[config.mk]
export PLATFORM = sky130hd
export DESIGN_NAME = adc_seq_ctrl
export DESIGN_NICKNAME = d
export VERILOG_FILES = /design/src/rtl/adc_seq_pkg.sv /design/src/rtl/adc_trig_detect.sv /design/src/rtl/adc_chan_pick.sv /design/src/rtl/adc_result_bank.sv /design/src/rtl/adc_seq_ctrl.sv
export SDC_FILE = /design/constraint.sdc
export NUM_CORES = 1
export LEC_CHECK = 0
export ABC_AREA = 1
export CAP_MARGIN = 15
export CORE_MARGIN = 5
export CORE_UTILIZATION = 39
export CTS_CLUSTER_SIZE = 30
export DETAILED_ROUTE_END_ITERATION = 8
export SETUP_SLACK_MARGIN = 0.2
export SLEW_MARGIN = 10
export SYNTH_ARGS = -nofsm -noshare
export SYNTH_HDL_FRONTEND = slang
export SYNTH_SLANG_ARGS = --single-unit
[constraint.sdc]
create_clock -name clk -period 4.9 [get_ports clk]
set_clock_uncertainty 0.05 [all_clocks]
set_input_delay 0.735 -clock clk [delete_from_list [all_inputs] [get_ports clk]]
set_output_delay 0.735 -clock clk [all_outputs]
set_load 0.02 [all_outputs]
[src/rtl/adc_seq_pkg.sv]
package adc_seq_pkg;

   typedef enum logic [1:0] {
      MD_SINGLE = 2'b00,
      MD_RSVD   = 2'b01,
      MD_PASS   = 2'b10,
      MD_LOOP   = 2'b11
   } scan_mode_e;

   typedef enum logic [1:0] {
      TC_LOW  = 2'b00,
      TC_HIGH = 2'b01,
      TC_FALL = 2'b10,
      TC_RISE = 2'b11
   } trig_cond_e;

   typedef enum logic [1:0] {
      SQ_IDLE,
      SQ_ISSUE,
      SQ_WAIT
   } seq_state_e;

endpackage

[src/rtl/adc_trig_detect.sv]
module adc_trig_detect #(
   parameter int SYNC_STAGES = 2
) (
   input  logic       clk,
   input  logic       rst_n,
   input  logic       trig_in,
   input  logic       enable,
   input  logic [1:0] cond,
   output logic       fire
);
   import adc_seq_pkg::*;

   logic lvl;
   logic lvl_prev;

   generate
      if (SYNC_STAGES < 0) begin : g_bad
         $error("SYNC_STAGES must not be negative");
      end
      if (SYNC_STAGES == 0) begin : g_direct
         assign lvl = trig_in;
      end else begin : g_sync
         logic [SYNC_STAGES-1:0] chain;
         always_ff @(posedge clk or negedge rst_n) begin
            if (!rst_n) begin
               chain <= '0;
            end else begin
               chain[0] <= trig_in;
               for (int k = 1; k < SYNC_STAGES; k++) chain[k] <= chain[k-1];
            end
         end
         assign lvl = chain[SYNC_STAGES-1];
      end
   endgenerate

   always_ff @(posedge clk or negedge rst_n) begin
      if (!rst_n) lvl_prev <= 1'b0;
      else        lvl_prev <= lvl;
   end

   always_comb begin
      unique case (trig_cond_e'(cond))
         TC_LOW:  fire = enable & ~lvl;
         TC_HIGH: fire = enable &  lvl;
         TC_FALL: fire = enable &  lvl_prev & ~lvl;
         TC_RISE: fire = enable & ~lvl_prev &  lvl;
         default: fire = 1'b0;
      endcase
   end

   AST_EDGE_SINGLE: assert property (@(posedge clk) disable iff (!rst_n)
      (fire && cond[1]) |=> (!fire || !$stable(cond)));

endmodule

[src/rtl/adc_chan_pick.sv]
module adc_chan_pick #(
   parameter int NCH  = 8,
   localparam int CH_W = $clog2(NCH)
) (
   input  logic [NCH-1:0]  mask,
   input  logic [CH_W:0]   from,
   output logic            found,
   output logic [CH_W-1:0] idx
);
   always_comb begin
      found = 1'b0;
      idx   = '0;
      for (int i = NCH - 1; i >= 0; i--) begin
         if (mask[i] && (i >= int'(from))) begin
            found = 1'b1;
            idx   = CH_W'(i);
         end
      end
   end
endmodule

[src/rtl/adc_result_bank.sv]
module adc_result_bank #(
   parameter int NCH    = 8,
   parameter int CODE_W = 12,
   localparam int CH_W  = $clog2(NCH)
) (
   input  logic              clk,
   input  logic              rst_n,
   input  logic              wr_en,
   input  logic [CH_W-1:0]   wr_chan,
   input  logic [CODE_W-1:0] wr_code,
   input  logic              rd_en,
   input  logic [CH_W-1:0]   rd_chan,
   output logic [CODE_W-1:0] rd_data,
   output logic              rd_valid,
   output logic              rd_ovr
);
   logic [CODE_W-1:0] data_q [NCH];
   logic [NCH-1:0]    valid_q;
   logic [NCH-1:0]    ovr_q;

   generate
      for (genvar g = 0; g < NCH; g++) begin : g_slot
         logic hit_wr;
         logic hit_rd;
         assign hit_wr = wr_en && (wr_chan == CH_W'(g));
         assign hit_rd = rd_en && (rd_chan == CH_W'(g));

         always_ff @(posedge clk or negedge rst_n) begin
            if (!rst_n) begin
               data_q[g]  <= '0;
               valid_q[g] <= 1'b0;
               ovr_q[g]   <= 1'b0;
            end else if (hit_wr) begin
               data_q[g]  <= wr_code;
               valid_q[g] <= 1'b1;
               ovr_q[g]   <= (ovr_q[g] | valid_q[g]) & ~hit_rd;
            end else if (hit_rd) begin
               valid_q[g] <= 1'b0;
               ovr_q[g]   <= 1'b0;
            end
         end

         AST_OVR_NEEDS_VALID: assert property (@(posedge clk) disable iff (!rst_n)
            $rose(ovr_q[g]) |-> $past(valid_q[g]));
      end
   endgenerate

   assign rd_data  = data_q[rd_chan];
   assign rd_valid = valid_q[rd_chan];
   assign rd_ovr   = ovr_q[rd_chan];

endmodule

[src/rtl/adc_seq_ctrl.sv]
module adc_seq_ctrl #(
   parameter int NCH         = 8,
   parameter int CODE_W      = 12,
   parameter int SYNC_STAGES = 2,
   localparam int CH_W       = $clog2(NCH)
) (
   input  logic              clk,
   input  logic              rst_n,
   input  logic              conv_enable,
   input  logic              irq_enable,
   input  logic              dma_enable,
   input  logic [1:0]        mode,
   input  logic              diff_mode,
   input  logic              twos_fmt,
   input  logic              trig_enable,
   input  logic [1:0]        trig_cond,
   input  logic              ext_trig,
   input  logic              sw_start_set,
   input  logic              sw_start_clr,
   input  logic [NCH-1:0]    chan_en,
   output logic              cnv_start,
   output logic [CH_W-1:0]   cnv_sel,
   output logic              cnv_diff,
   input  logic              cnv_done,
   input  logic [CODE_W-1:0] cnv_code,
   input  logic              rd_en,
   input  logic [CH_W-1:0]   rd_chan,
   output logic [CODE_W-1:0] rd_data,
   output logic              rd_valid,
   output logic              rd_overrun,
   output logic              busy,
   output logic              irq,
   output logic              dma_req
);
   import adc_seq_pkg::*;

   generate
      if (NCH < 2 || (NCH % 2) != 0 || NCH != (1 << CH_W)) begin : g_bad_nch
         $error("NCH must be an even power of two");
      end
      if (CODE_W < 2) begin : g_bad_code
         $error("CODE_W must be at least 2");
      end
   endgenerate

   scan_mode_e md;
   seq_state_e st;
   logic            run;
   logic [CH_W-1:0] cur;
   logic            trig_fire;
   logic            first_found, nxt_found;
   logic [CH_W-1:0] first_idx, nxt_idx;
   logic            mode_ok, start_req, done_ok, last_one, pass_end, hw_stop;
   logic [CODE_W-1:0] stored_code;

   assign md = scan_mode_e'(mode);

   adc_trig_detect #(.SYNC_STAGES(SYNC_STAGES)) u_trig (
      .clk(clk), .rst_n(rst_n), .trig_in(ext_trig), .enable(trig_enable),
      .cond(trig_cond), .fire(trig_fire)
   );

   adc_chan_pick #(.NCH(NCH)) u_first (
      .mask(chan_en), .from('0), .found(first_found), .idx(first_idx)
   );

   adc_chan_pick #(.NCH(NCH)) u_next (
      .mask(chan_en), .from({1'b0, cur} + (CH_W+1)'(1)),
      .found(nxt_found), .idx(nxt_idx)
   );

   assign mode_ok   = (md != MD_RSVD);
   assign start_req = (sw_start_set | trig_fire) & conv_enable & mode_ok;
   assign done_ok   = (st == SQ_WAIT) && cnv_done;
   assign last_one  = (md == MD_SINGLE) || !nxt_found;
   assign pass_end  = done_ok && last_one;
   assign hw_stop   = pass_end && (md != MD_LOOP);

   // start bit: software clear wins, then any set, then hardware completion
   always_ff @(posedge clk or negedge rst_n) begin
      if (!rst_n)                run <= 1'b0;
      else if (sw_start_clr)     run <= 1'b0;
      else if (start_req)        run <= 1'b1;
      else if (hw_stop)          run <= 1'b0;
      else if (run && st == SQ_IDLE && !first_found && md != MD_LOOP)
                                 run <= 1'b0;
   end

   always_ff @(posedge clk or negedge rst_n) begin
      if (!rst_n) begin
         st  <= SQ_IDLE;
         cur <= '0;
      end else if (sw_start_clr || !run) begin
         st <= SQ_IDLE;
      end else begin
         unique case (st)
            SQ_IDLE: begin
               if (conv_enable && first_found && mode_ok) begin
                  st  <= SQ_ISSUE;
                  cur <= first_idx;
               end
            end
            SQ_ISSUE: st <= SQ_WAIT;
            SQ_WAIT: begin
               if (cnv_done) begin
                  if (!last_one && conv_enable) begin
                     st  <= SQ_ISSUE;
                     cur <= nxt_idx;
                  end else if (last_one && md == MD_LOOP && conv_enable && first_found) begin
                     st  <= SQ_ISSUE;
                     cur <= first_idx;
                  end else begin
                     st <= SQ_IDLE;
                  end
               end
            end
            default: st <= SQ_IDLE;
         endcase
      end
   end

   always_ff @(posedge clk or negedge rst_n) begin
      if (!rst_n) begin
         irq     <= 1'b0;
         dma_req <= 1'b0;
      end else begin
         irq     <= pass_end & irq_enable;
         dma_req <= pass_end & dma_enable;
      end
   end

   assign stored_code = (diff_mode && twos_fmt)
                        ? {~cnv_code[CODE_W-1], cnv_code[CODE_W-2:0]} : cnv_code;

   adc_result_bank #(.NCH(NCH), .CODE_W(CODE_W)) u_bank (
      .clk(clk), .rst_n(rst_n), .wr_en(done_ok), .wr_chan(cur),
      .wr_code(stored_code), .rd_en(rd_en), .rd_chan(rd_chan),
      .rd_data(rd_data), .rd_valid(rd_valid), .rd_ovr(rd_overrun)
   );

   assign cnv_start = (st == SQ_ISSUE);
   assign cnv_diff  = diff_mode;
   assign cnv_sel   = diff_mode ? {cur[CH_W-1:1], 1'b0} : cur;
   assign busy      = run;

   AST_SINGLE_STOPS: assert property (@(posedge clk) disable iff (!rst_n)
      (done_ok && md == MD_SINGLE && !sw_start_set && !trig_fire) |=> !busy);
   AST_START_PULSE: assert property (@(posedge clk) disable iff (!rst_n)
      cnv_start |=> !cnv_start);
   AST_STOPPED_QUIET: assert property (@(posedge clk) disable iff (!rst_n)
      !busy |-> !cnv_start);
   AST_START_GATED: assert property (@(posedge clk) disable iff (!rst_n)
      cnv_start |-> $past(conv_enable));

endmodule

==> impl_results.md <==
- Max Clock Freq: 241 MHz
- Pre-CTS setup slack: 0.697 ns
- Drt first-iter violations: 328
- Port Buffer Count: 61
- Final hold viol count: 0
- CP Capture Type: primary output
- Worst-path clk slew: 0.05 ns
- Leakage: ~0.0032 µW
- Gate Count Post-Synth: between 600 and 700
- Clock power frac: 0.478
- Total Wirelength: ~15000 µm
- Number of synthesized flops with an enable pin: 0
- Switching power: roughly 630 µW
- Relative slew slack: 0.262
- Outcome: finished, final reports clean
- Gr usage total: 0.173
- IO Pins: 62
- Post-layout nets: 777
- Worst-Margin Slew: 1.10 ns
- Htree depth: 4
- Vias in the first global route: a little under 5000
- Post-Place Cells: 894
- Commonest non-fill, non-tap cell in the layout: nand2_1
- Crit path arrival time: 3.36 ns
- Fin cells: 927
- Pins over their slew limit: 0
- Final Critical Period: 4.15 ns
- WL/cell: 15.9 µm
- Reg-to-Reg Start: cur[2]
- Unrepaired setup endpoints after global routing: no
- Worst R2R Setup Slack: 2.53 ns
- Area growth from synthesis to layout: 23.3%
- Avg Cell Area, Syn: 8.60 µm²
- DP Area: between 6000 and 7000 µm²
- Worst hold slack: just over 0.3 ns
- Synthesized flop and latch total: roughly 120
- Core area: 14500 µm²
- P_int: 1920 µW
- Hold WC Path Type: flop to flop
- Largest net degree at the start of global routing: 69
- # DRC: 0
- Fraction of registers with async set/reset: 1.00
- Main flop type after synthesis: dfrtp_1
- Worst Path Required: a little over 4 ns
- Antenna Cells: 0
- Die ar.: between 15000 and 20000 µm²
- Final instance area: a little over 7000 µm²
- # setup viols final: 0
- Total CTS buffers: 17
- VDD IR-drop max: 0.000252 V
- Die W: 132 µm
- ANT nets after route: 0
- Fill cells: 1405
- Most frequent CP cell: nand2_1
- Crit-path cells: clkdlybuf4s50_1 -> inv_1 -> nand2_1 -> clkinv_1 -> nand2_1 -> o2111ai_1 -> nand2_1 -> o21ai_0 -> clkdlybuf4s50_1
- Site row count: 44
- Min-delay src: u_trig.g_sync.chain[0]
- Die Y: around 130 µm
- Power density over the cells: approximately 360 nW/µm²
- Clock Tree Root: clkbuf_16
- Initial Util: 0.398
- Routed via count: 4848
- Sw frac: 0.247
- Gr ovfl total: 0
- Synthesis Warnings: 0
- Layout cells sized above 1: 0.0834
- Crit share post-route: 0.847
- Worst r2r path cells: 12
- Comb pwr share: 0.103
- Crit Path Class: input port to primary output
- Cell area after synthesis: ~5800 µm²
- Synth area leaders: dfrtp_1 (53%), nand2_1 (12%), o21ai_0 (12%)
- Syn_nets: 720
- Critical Path Max Stage Delay: 0.56 ns
- Initial antenna violation count: 0
- PostCTS Resize Cnt: 0
- Reg power frac: 0.418
- Routability cong.: 0.873
- Clk buf depth: 2
- Cts-stage hold buffer count: 0
- Post-CTS Setup Inserts: 0
- TritonCTS clock tree: built
- Cell at the slowest stage of the critical path: clkdlybuf4s50_1
- Clk sinks: 123
- Max_cap viols: 0
- FF-to-FF End: busy
- Post-synth top area share: 0.532
- Worst Setup SP: rd_chan[1]
- Sequential share of the synthesized area: 0.532
- Clock latency on the worst-skew pair: 0.42 ns
- Area leader, netlist: dfrtp_1
- Initial DRT Pass Iterations: 5
- Worst setup margin: 0.751 ns
- First-pass GRT wire length: 24300 µm
- Commonest cells after routing, fill and taps aside: nand2_1 (185), o21ai_0 (135), dfrtp_1 (123)
- Post-DP HPWL: 9330 µm
- Setup crit end: rd_overrun
- Setup tns final: 0 ns
- Library cells used by synthesis: 41
- Critical Path Fanout Max: 15
- Kind of start point of the critical path: input port
- Vias per cell: 5.23
==> cells in the mapped netlist (3+ instances only) <==
master     count
buf_4          3
a32oi_1        4
a221oi_1       7
nand2_1      185
ha_1           7
nand3_2        4
o21ai_0      135
buf_2          6
o2111ai_1      8
inv_1         62
nor2_1        24
clkbuf_1      20
a31oi_1        6
a21oi_1       20
nand3_1       12
a22oi_1       15
dfrtp_1      123
nand2_2        3
==> worst min path at each step <==
| stage | cells after the start | slack [ns] | endpoint |
|---|---|---|---|
| 2_1_floorplan | 0 | 0.28 | u_trig.g_sync.chain[1] |
| 3_3_place_gp | 0 | 0.28 | u_trig.g_sync.chain[1] |
| 3_5_place_dp | 0 | 0.29 | u_trig.g_sync.chain[1] |
| 4_1_cts | 0 | 0.30 | u_trig.g_sync.chain[1] |
| 5_1_grt | 0 | 0.32 | u_trig.g_sync.chain[1] |
| 6_report | 0 | 0.30 | u_trig.g_sync.chain[1] |
==> cell type report <==
cell class / instances / area (µm²) / area share
Inverter: 66 / 262 / 0.0367
Clock inverter: 11 / 120 / 0.0168
Sequential cell: 123 / 3080 / 0.431
Timing Repair Buffer: 69 / 676 / 0.0947
Multi-Input combinational cell: 453 / 2310 / 0.324
Clock buffer: 21 / 460 / 0.0645
Tap cell: 184 / 230 / 0.0323
==> worst max-delay path: cells and delay by family <==
kind | cells | cell delay (ns)
buf+inv | 4 | 1.66
simple gates | 3 | 0.75
compound gates | 2 | 0.22
==> power by group through the flow <==
stage                     clock [µW]  sequential, µW  combinational (µW)
after floorplan                    0            1080                 147
after global placement             0            1080                 262
after detailed placement           0            1080                 266
after CTS                       1240            1070                 268
after global routing            1300            1070                 296
final                           1220            1070                 264
==> layer usage <==
layer / vias up / GRT usage / share of wire / wire length [µm]
met3: 18 / 0.0439 / 0.049 / 725
met1: 2334 / 0.228 / 0.46 / 6730
met4: 0 / 0.0680 / 0.014 / 213
li1: 2363 / - / - / -
met2: 133 / 0.275 / 0.48 / 7080
met5: - / 0 / 0 / 0
==> through the flow <==
| step | power, µW | util |
|---|---|---|
| 6_report | 2550 | 0.491 |
| 2_1_floorplan | 1230 | - |
| 5_1_grt | 2660 | 0.491 |
| 3_3_place_gp | 1350 | 0.450 |
| 4_1_cts | 2580 | 0.490 |
| 3_5_place_dp | 1350 | 0.450 |
==> flip-flops by register name, indices dropped and copies added, names as in the netlist <==
register / flops
st: 2
u_bank.ovr_q: 8
u_bank.valid_q: 8
u_trig.lvl_prev: 1
u_bank.data_q: 96
irq: 1
cur: 3
dma_req: 1
busy: 1
u_trig.g_sync.chain: 2
==> cells by family (layout without fill, tap and decap cells) <==
group	after synthesis	count (layout)	synth area share
adders and majority gates	7	7	0.0151
and+or+nand+nor	242	242	0.182
buffers and inverters	97	167	0.0699
xor gates and xnor gates	1	1	0.00151
DFF	123	123	0.532
AOI/OAI and AO/OA	203	203	0.199
No activity file was read; power rests on OpenSTA's default activity.
